### src/rtl/tod_ns_counter.sv
module tod_ns_counter #(
  parameter int DATA_W = 32,
  parameter int FRAC_W = 32,
  parameter int ADDR_W = 3,
  parameter int SPD_W  = 3,
  parameter logic [2*DATA_W-1:0] INC_FAST = 64'h0000_0001_9999_9999,
  parameter logic [2*DATA_W-1:0] INC_10G  = 64'h0000_0003_3333_3333,
  parameter logic [2*DATA_W-1:0] INC_1G   = 64'h0000_0020_0000_0000
) (
  input  logic              clk,
  input  logic              rst_n,
  input  logic              reg_wr,
  input  logic              reg_rd,
  input  logic [ADDR_W-1:0] reg_addr,
  input  logic [DATA_W-1:0] reg_wdata,
  output logic [DATA_W-1:0] rd_data,
  output logic              rd_valid,
  input  logic [SPD_W-1:0]  link_speed,
  input  logic              speed_apply,
  output logic [2*DATA_W-1:0] time_ns
);
  localparam int NS_W  = 2 * DATA_W;
  localparam int INC_W = 2 * DATA_W;
  localparam int ACC_W = NS_W + FRAC_W;

  localparam logic [ADDR_W-1:0] A_CTRL = ADDR_W'(0);
  localparam logic [ADDR_W-1:0] A_TLO  = ADDR_W'(1);
  localparam logic [ADDR_W-1:0] A_THI  = ADDR_W'(2);
  localparam logic [ADDR_W-1:0] A_ILO  = ADDR_W'(3);
  localparam logic [ADDR_W-1:0] A_IHI  = ADDR_W'(4);

  localparam logic [SPD_W-1:0] SPD_100M = SPD_W'(1);
  localparam logic [SPD_W-1:0] SPD_1G   = SPD_W'(2);
  localparam logic [SPD_W-1:0] SPD_10G  = SPD_W'(3);

  logic [NS_W-1:0]   ns_q;
  logic [FRAC_W-1:0] frac_q;
  logic [INC_W-1:0]  inc_q;
  logic [DATA_W-1:0] tlo_pend_q;
  logic [DATA_W-1:0] ilo_pend_q;
  logic [DATA_W-1:0] hi_latch_q;
  logic              en_q;
  logic [DATA_W-1:0] rd_data_q;
  logic              rd_valid_q;

  logic [ACC_W-1:0]  acc_sum;
  logic [INC_W-1:0]  spd_inc;
  logic [DATA_W-1:0] rd_mux;

  wire wr_ctrl = reg_wr && (reg_addr == A_CTRL);
  wire wr_tlo  = reg_wr && (reg_addr == A_TLO);
  wire wr_thi  = reg_wr && (reg_addr == A_THI);
  wire wr_ilo  = reg_wr && (reg_addr == A_ILO);
  wire wr_ihi  = reg_wr && (reg_addr == A_IHI);
  wire rd_tlo  = reg_rd && (reg_addr == A_TLO);

  assign acc_sum = {ns_q, frac_q} + {{(ACC_W-INC_W){1'b0}}, inc_q};

  always_comb begin
    case (link_speed)
      SPD_100M: spd_inc = '0;
      SPD_1G:   spd_inc = INC_1G;
      SPD_10G:  spd_inc = INC_10G;
      default:  spd_inc = INC_FAST;
    endcase
  end

  always_comb begin
    case (reg_addr)
      A_CTRL:  rd_mux = {{(DATA_W-1){1'b0}}, en_q};
      A_TLO:   rd_mux = ns_q[DATA_W-1:0];
      A_THI:   rd_mux = hi_latch_q;
      A_ILO:   rd_mux = inc_q[DATA_W-1:0];
      A_IHI:   rd_mux = inc_q[INC_W-1:DATA_W];
      default: rd_mux = '0;
    endcase
  end

  always_ff @(posedge clk or negedge rst_n) begin
    if (!rst_n) begin
      ns_q       <= '0;
      frac_q     <= '0;
      inc_q      <= INC_FAST;
      tlo_pend_q <= '0;
      ilo_pend_q <= '0;
      hi_latch_q <= '0;
      en_q       <= 1'b0;
      rd_data_q  <= '0;
      rd_valid_q <= 1'b0;
    end else begin
      if (wr_ctrl) en_q <= reg_wdata[0];
      if (wr_tlo)  tlo_pend_q <= reg_wdata;
      if (wr_ilo)  ilo_pend_q <= reg_wdata;

      if (wr_ihi)           inc_q <= {reg_wdata, ilo_pend_q};
      else if (speed_apply) inc_q <= spd_inc;

      if (wr_thi) begin
        ns_q   <= {reg_wdata, tlo_pend_q};
        frac_q <= '0;
      end else if (en_q) begin
        {ns_q, frac_q} <= acc_sum;
      end

      if (rd_tlo) hi_latch_q <= ns_q[NS_W-1:DATA_W];

      rd_valid_q <= reg_rd;
      if (reg_rd) rd_data_q <= rd_mux;
    end
  end

  assign rd_data  = rd_data_q;
  assign rd_valid = rd_valid_q;
  assign time_ns  = ns_q;
endmodule

### config.mk
export PLATFORM = sky130hd
export DESIGN_NAME = tod_ns_counter
export DESIGN_NICKNAME = d
export VERILOG_FILES = /design/src/rtl/tod_ns_counter.sv
export SDC_FILE = /design/constraint.sdc
export NUM_CORES = 1
export LEC_CHECK = 0
export ABC_AREA = 1
export BUFFER_PORTS_ARGS = -buffer_cell sky130_fd_sc_hd__buf_2
export CAP_MARGIN = 20
export CELL_PAD_IN_SITES_DETAIL_PLACEMENT = 0
export CELL_PAD_IN_SITES_GLOBAL_PLACEMENT = 2
export CORE_ASPECT_RATIO = 0.9
export CORE_MARGIN = 3
export CORE_UTILIZATION = 34
export DETAILED_ROUTE_END_ITERATION = 10
export PLACE_DENSITY_LB_ADDON = 0.1
export SLEW_MARGIN = 20
export SYNTH_ARGS = -nofsm -noshare
export SYNTH_HDL_FRONTEND = slang
export SYNTH_SLANG_ARGS = --single-unit
### constraint.sdc
create_clock -name clk -period 2.7 [get_ports clk]
set_input_delay 0.54 -clock clk [delete_from_list [all_inputs] [get_ports clk]]
set_output_delay 0.54 -clock clk [all_outputs]
set_load 0.01 [all_outputs]
==> metrics, run 1 <==
delay-heaviest family, CP=compound AO/OA/AOI/OAI gates; hpwl dp=~80000 um; Max Cap Viol=0; Largest stage delay, worst path=roughly 0.45 ns; Final #Nets=~3.5k; # IOs=140; FP Rows=82; CP Cell Sequence=ha_1 > a21oi_1 > o21ai_0 > buf_4 > a21oi_1 > nand2_1 > inv_1 > nand2_1 > nand2_1 > nand3_1 > nand2_1 > nand2_1 > nand2_1 > nand2_1; Critical Path Stages=14; status=completed; worst-margin pin slew=~0.97 ns; Ys Warns=0; clk_skew=roughly 0.019 ns; Starting Density=34.8%; Worst Setup Start Kind=register; power per standard cell area=between 800 and 900 mW/mm^2; Slew HR=a little over a third; critical path fanouts, max=5; drc violations=0; crit path time final=approximately 2.6 ns; Async SR Flop Fraction=100%; syn_nets=3120; Placeable Area=0.0564 sq mm; Skew-Pair Late Insertion Delay=0.56 ns; GR met2 Demand/Resource=50.3%; commonest non-fill, non-tap cell in the layout=nand2_1; first-pass GRT wire length=about 140000 um; Hold Crit Class=in -> reg; number of buffers and inverters on the critical path=2; Die Ht=roughly 230 um; R2R setup slack=between 0.07 and 0.08 ns; GP Congestion=0.991; First DRT Iteration DRCs=approximately 1.8k; most frequent cells in the layout=nand2_1 (1201), inv_1 (483), buf_4 (276), dfrtp_1 (271), o21ai_0 (175); Routed wire per std cell=between 20 and 25 um; Max clock buf depth=3; met1 layer usage reported by global route=44.6%; largest net degree at the start of global routing=66; Post-synth EDFFs=0; met3 usage=3.14%; first drt pass iteration count=5; layout cells sized above 1=roughly 20%; Worst path most repeated cell=nand2_1; fill count=around 6k; max frequency=about 0.38 GHz; Synth cell types=between 40 and 50; Arr. time, crit path=around 3.1 ns; initial antenna violation count=1; die width=between 200 and 300 um; Mean Syn Cell Area=approximately 6.5 sq um; hold depth=3; Setup violations, final=0; Via Count=21.1k; clock sink count=290; busiest layer in global routing=met2; setup TNS=0 ns; CTS tree=done; Crit. End Element=register; sequential fraction of the synthesis area=a little under two fifths; slowest cell on the critical path=dfrtp_1; # H-tree levels=2; Synth Register Bits=290; post-route ant nets=0; Setup CP Type=reg -> reg; gr ovfl total=0; Synth Instances=between 3k and 4k; Worst EP required=approximately 3.1 ns; Worst-path clk slew=around 0.060 ns; total power=approximately 21 mW; R2R depth=14; Routed WL=around 97000 um; Synth Cell Area=0.0196 sq mm; vias per cell=roughly 5.0; IO buf count=~140; Hold Violations, Final=0; die area=between 0.06 and 0.07 sq mm; peak supply drop=0.498 mV; max-slew violation count=0; most common flop cell mapped by yosys=dfrtp_1; CTS root buf=clkbuf_16; vias in the first global route=a little over 20k; Area Growth Syn to Fin=27.7%; Tcrit/Tclk final=between 90 and 100%; TritonCTS Buffers=37; Tot GR Track Use=31.8%; RSZ-0062 raised after global routing=true; Pleak=roughly 14 nW
## routing by layer
metal | vias to the layer above | part of all wire (%)
met5 | - | 0
met4 | 0 | 5.2
met3 | 147 | 4.5
met2 | 652 | 44
met1 | 10100 | 47
li1 | 10200 | -
## cell type report
| type | count | area [sq um] | area share [%] |
|---|---|---|---|
| Antenna cell | 1 | 2.50 | 0.00999 |
| Clock buffer | 50 | 1030 | 4.10 |
| Sequential cell | 290 | 7280 | 29.1 |
| Inverter | 491 | 1840 | 7.36 |
| Multi-Input combinational cell | 2159 | 10600 | 42.5 |
| Timing Repair Buffer | 432 | 3100 | 12.4 |
| Tap cell | 756 | 946 | 3.78 |
| Clock inverter | 17 | 209 | 0.834 |
## timing repair
action / 4_1_cts / 5_1_grt
pin swaps: 1 / 6
setup endpoints to repair: 15 / 56
endpoints found under the hold margin: 18 / 0
buffers inserted: 6 / 6
gates resized for setup: 7 / 101
hold buffers: 1 / 0
## registers in the layout, summed over array words and instances, names as in the netlist
register	count
rd_valid	1
tlo_pend_q	32
inc_q	64
en_q	1
frac_q	32
time_ns	64
rd_data	32
ilo_pend_q	32
hi_latch_q	32
## Yosys cell counts (7+ instances only)
master | number | share of area, %
nand3b_1 | 18 | 0.69
dfrtp_1 | 273 | 35
or2_2 | 8 | 0.26
a21oi_1 | 72 | 1.8
nand3_1 | 153 | 3.9
buf_2 | 20 | 0.51
mux2_2 | 31 | 1.8
dfstp_2 | 17 | 2.3
nor3_1 | 16 | 0.41
nor2_2 | 8 | 0.26
clkbuf_1 | 47 | 0.90
and2_1 | 9 | 0.29
o21bai_1 | 8 | 0.31
a22o_1 | 20 | 0.89
a221o_1 | 7 | 0.36
inv_2 | 8 | 0.15
ha_1 | 64 | 4.1
nand4_1 | 52 | 1.7
o22ai_1 | 34 | 1.1
inv_1 | 483 | 9.2
nand2_1 | 1237 | 24
o21ai_0 | 177 | 4.5
nor2_1 | 194 | 3.7
o21ai_1 | 8 | 0.20
## through the flow
stage	hold slack (ns)	instance area [sq um]	util, %	setup WS, ns	cells
2_1_floorplan	0.244	19600	-	0.558	3012
3_3_place_gp	0.466	23300	41.3	-0.201	4115
3_5_place_dp	0.473	23300	41.3	-0.188	4115
4_1_cts	0.236	24600	43.6	-0.00359	4189
5_1_grt	0.254	25000	44.4	-0.0347	4195
6_report	0.255	25100	44.4	0.0702	4196
## cells by family (layout without fill, tap and decap cells)
family	after synthesis	after routing	share of synthesized area, %
AND/OR/NAND/NOR	1715	1715	35.7
buffers and inverters	563	990	11.0
AO/OA/AOI/OAI	341	341	9.90
flip-flops	290	290	37.1
adder cells (fa/ha/maj)	65	65	4.18
multiplexers	31	31	1.78
XOR/XNOR	7	7	0.312
other	0	1	0
## where the power goes
group	internal [mW]	switching, mW	total (mW)
Combinational	3.45	5.67	9.12
Clock	3.06	2.10	5.16
Sequential	5.51	1.18	6.69
Total	12.0	8.95	21.0
## final timing paths
check | startpoint | end
max in group asynchronous | rst_n | inc_q[8]
worst max register to register | time_ns[27] | time_ns[60]
worst min-delay path | reg_wdata[5] | inc_q[37]
worst min register to register | frac_q[24] | frac_q[24]
worst max-delay path | time_ns[27] | time_ns[60]
min in group asynchronous | rst_n | frac_q[3]
## worst register-to-register path: stages, from the launching register on
cell and delay, ns:
dfrtp_1 0.45, ha_1 0.43, a21oi_1 0.34, o21ai_0 0.22
buf_4 0.19, a21oi_1 0.19, nand2_1 0.11, inv_1 0.06
nand2_1 0.12, nand2_1 0.12, nand3_1 0.07, nand2_1 0.06
nand2_1 0.05, nand2_1 0.06, nand2_1 0.05
Power figures use the tool's default switching activity.
==> inputs of run 2 (changes only) <==
==> constraint.sdc (replaced) <==
create_clock -name clk -period 2.88 [get_ports clk]
set_input_delay 0.576 -clock clk [delete_from_list [all_inputs] [get_ports clk]]
set_output_delay 0.576 -clock clk [all_outputs]
set_load 0.01 [all_outputs]
==> run 2 against run 1 <==
Against the previous run: register-to-register slack barely moved; setup slack better by 0.013 ns; hold slack worse by 0.23 ns; first-iteration DRC count rose by 8.8%; critical path type unchanged.
==> metrics, run 2 (same netlist as run 1, synthesis figures left out) <==
met3 usage=3.56% (+0.42 points); first drt pass iteration count=6 (+1); register area=0.00728 sq mm (about the same); Via Count=21.1k (-0.062%); slowest cell on the critical path=dfstp_2; Int Power=10.8 mW (-10%); multi-input logic area=0.0103 sq mm (-3.5%); Sw Pwr=8.18 mW (-8.5%); largest net degree at the start of global routing=70 (+6.1%); Worst EP required=3.29 ns (+0.15 ns); Hold Violations, Final=0 (unchanged); CTS tree=done; # IOs=140 (unchanged); Largest stage delay, worst path=0.65 ns (+0.20 ns); power share of the clock group=25.8% (+1.2 points); number of buffers and inverters on the critical path=3 (+1); met1 layer usage reported by global route=45.8% (+1.2 points); crit path time final=2.80 ns (+0.167 ns); drc violations=0 (unchanged); First DRT Iteration DRCs=2009 (+8.8%); dpl cell area=0.0225 sq mm (-3.5%); Setup CP Type=reg -> reg; IO buf count=139 (unchanged); Gate power share=40.7% (-2.8 points); Skew-Pair Late Insertion Delay=0.55 ns (about the same); delay-heaviest family, CP=simple AND/OR/NAND/NOR gates; Max Cap Viol=0 (unchanged); first-pass GRT wire length=143000 um (+2.3%); Worst path most repeated cell=nand2_1; Routed wire per std cell=24.6 um (+6.3%); Hold Crit Class=in -> async; Pleak=13.1 nW (-4.2%); Crit. End Element=register; final instance area=0.0238 sq mm (-5.0%); sw frac=43.1% (+0.46 points); die area=0.0606 sq mm (unchanged); Starting Density=34.8% (unchanged); Arr. time, crit path=3.21 ns (+0.14 ns); CP Cell Sequence=ha_1 > buf_4 > nand2_1 > inv_1 > nand2_1 > nand2_1 > nand2_1 > nand2_1 > inv_1 > nand2_1 > nand2_1 > nand2_1 > o21ai_0 > nand3_1; Slew HR=18.6% (-16 points); peak supply drop=0.709 mV (+42%); GR met2 Demand/Resource=51.2% (+0.89 points); WHS=0.0210 ns (-0.234 ns); post-route ant nets=0 (unchanged); critical path fanouts, max=4 (-1); final non-filler cell total=4082 (-2.7%); max-slew violation count=0 (unchanged); # H-tree levels=2 (unchanged); fill count=6154 (+2.1%); Placeable Area=0.0564 sq mm (unchanged); initial antenna violation count=3 (+2); power per standard cell area=798 mW/mm^2 (-4.7%); most frequent cells in the layout=nand2_1 (1228), inv_1 (483), dfrtp_1 (273), nor2_1 (188), o21ai_0 (173); number of diodes=0 (-1); die width=259 um (unchanged); commonest non-fill, non-tap cell in the layout=nand2_1; busiest layer in global routing=met2; Tcrit/Tclk final=97.1% (-0.29 points); Final #Nets=3406 (-3.2%); vias in the first global route=20.1k (-0.97%); max frequency=0.358 GHz (-6.0%); RSZ-0062 raised after global routing=true; worst-margin pin slew=1.22 ns (+0.246 ns); Area Growth Syn to Fin=21.2%; Max clock buf depth=3 (unchanged); Flop pwr share=33.5% (+1.6 points); gr ovfl total=0 (unchanged); clock sink count=290 (unchanged); FP Rows=82 (unchanged); Routed WL=101000 um (+3.4%); vias per cell=5.17 (+2.7%); CTS root buf=clkbuf_16; clk_skew=0.0200 ns (+0.00108 ns); Placed Cells=4010 (-2.6%); Worst-path clk slew=0.06 ns (about the same); hpwl dp=81700 um (+1.2%); layout cells sized above 1=14.5% (-5.0 points); Worst Setup Start Kind=register; Die Ht=234 um (unchanged); status=completed; GP Congestion=1.03 (+3.6%); TritonCTS Buffers=37 (unchanged); Tot GR Track Use=32.9% (+1.1 points); Setup violations, final=0 (unchanged)
-- run 2: path summary, 6_finish.rpt --
kind	from	end	slack [ns]	cells after the start
min in group clk	reg_wdata[21]	tlo_pend_q[21]	0.36	3
worst max-delay path	inc_q[12]	time_ns[2]	0.08	14
worst min-delay path	rst_n	frac_q[9]	0.02	1
worst min register to register	hi_latch_q[0]	hi_latch_q[0]	0.48	2
max in group asynchronous	rst_n	inc_q[24]	1.97	2
worst max register to register	inc_q[12]	time_ns[2]	0.08	14
-- run 2: what timing repair did --
action / 4_1_cts / 5_1_grt
hold buffers: 0 / 0
endpoints found under the setup margin: 2 / 24
setup buffers: 2 / 3
pin swaps: 2 / 1
gates resized for setup: 0 / 22
-- run 2: per-stage QoR --
step	worst slack [ns]	setup TNS [ns]	power [mW]	util [%]
2_1_floorplan	0.738	0	9.92	-
3_3_place_gp	-0.0802	-0.0802	13.9	39.8
3_5_place_dp	-0.0880	-0.0901	14.0	39.8
4_1_cts	0.00588	0	18.9	42.0
5_1_grt	-0.0230	-0.0230	20.1	42.2
6_report	0.0833	0	19.0	42.2
-- run 2: layer usage --
layer / part of all wire, % / routed length, um
met5: 0 / 0
met4: 5.6 / 5620
met3: 6.3 / 6340
met2: 43 / 43500
met1: 45 / 45100
-- run 2: layout make-up --
type	instances	share of cell area [%]
Clock inverter	12	0.752
Sequential cell	290	30.6
Clock buffer	55	4.52
Tap cell	756	3.98
Inverter	491	7.75
Timing Repair Buffer	319	9.28
Multi-Input combinational cell	2159	43.1
-- run 2: power groups by stage --
| stage | clock network, mW | registers, mW | logic [mW] |
|---|---|---|---|
| after floorplan | 0 | 6.14 | 3.78 |
| after global placement | 0 | 6.35 | 7.56 |
| after detailed placement | 0 | 6.37 | 7.59 |
| after CTS | 4.97 | 6.33 | 7.62 |
| after global routing | 5.14 | 6.44 | 8.47 |
| final | 4.90 | 6.35 | 7.72 |
-- run 2: worst register-to-register path, stage by stage, from the launching register on --
cell and delay (ns):
dfstp_2 0.65, ha_1 0.30, buf_4 0.16, nand2_1 0.17, inv_1 0.08, nand2_1 0.12
nand2_1 0.10, nand2_1 0.08, nand2_1 0.09, inv_1 0.06, nand2_1 0.11, nand2_1 0.09
nand2_1 0.16, o21ai_0 0.38, nand3_1 0.12
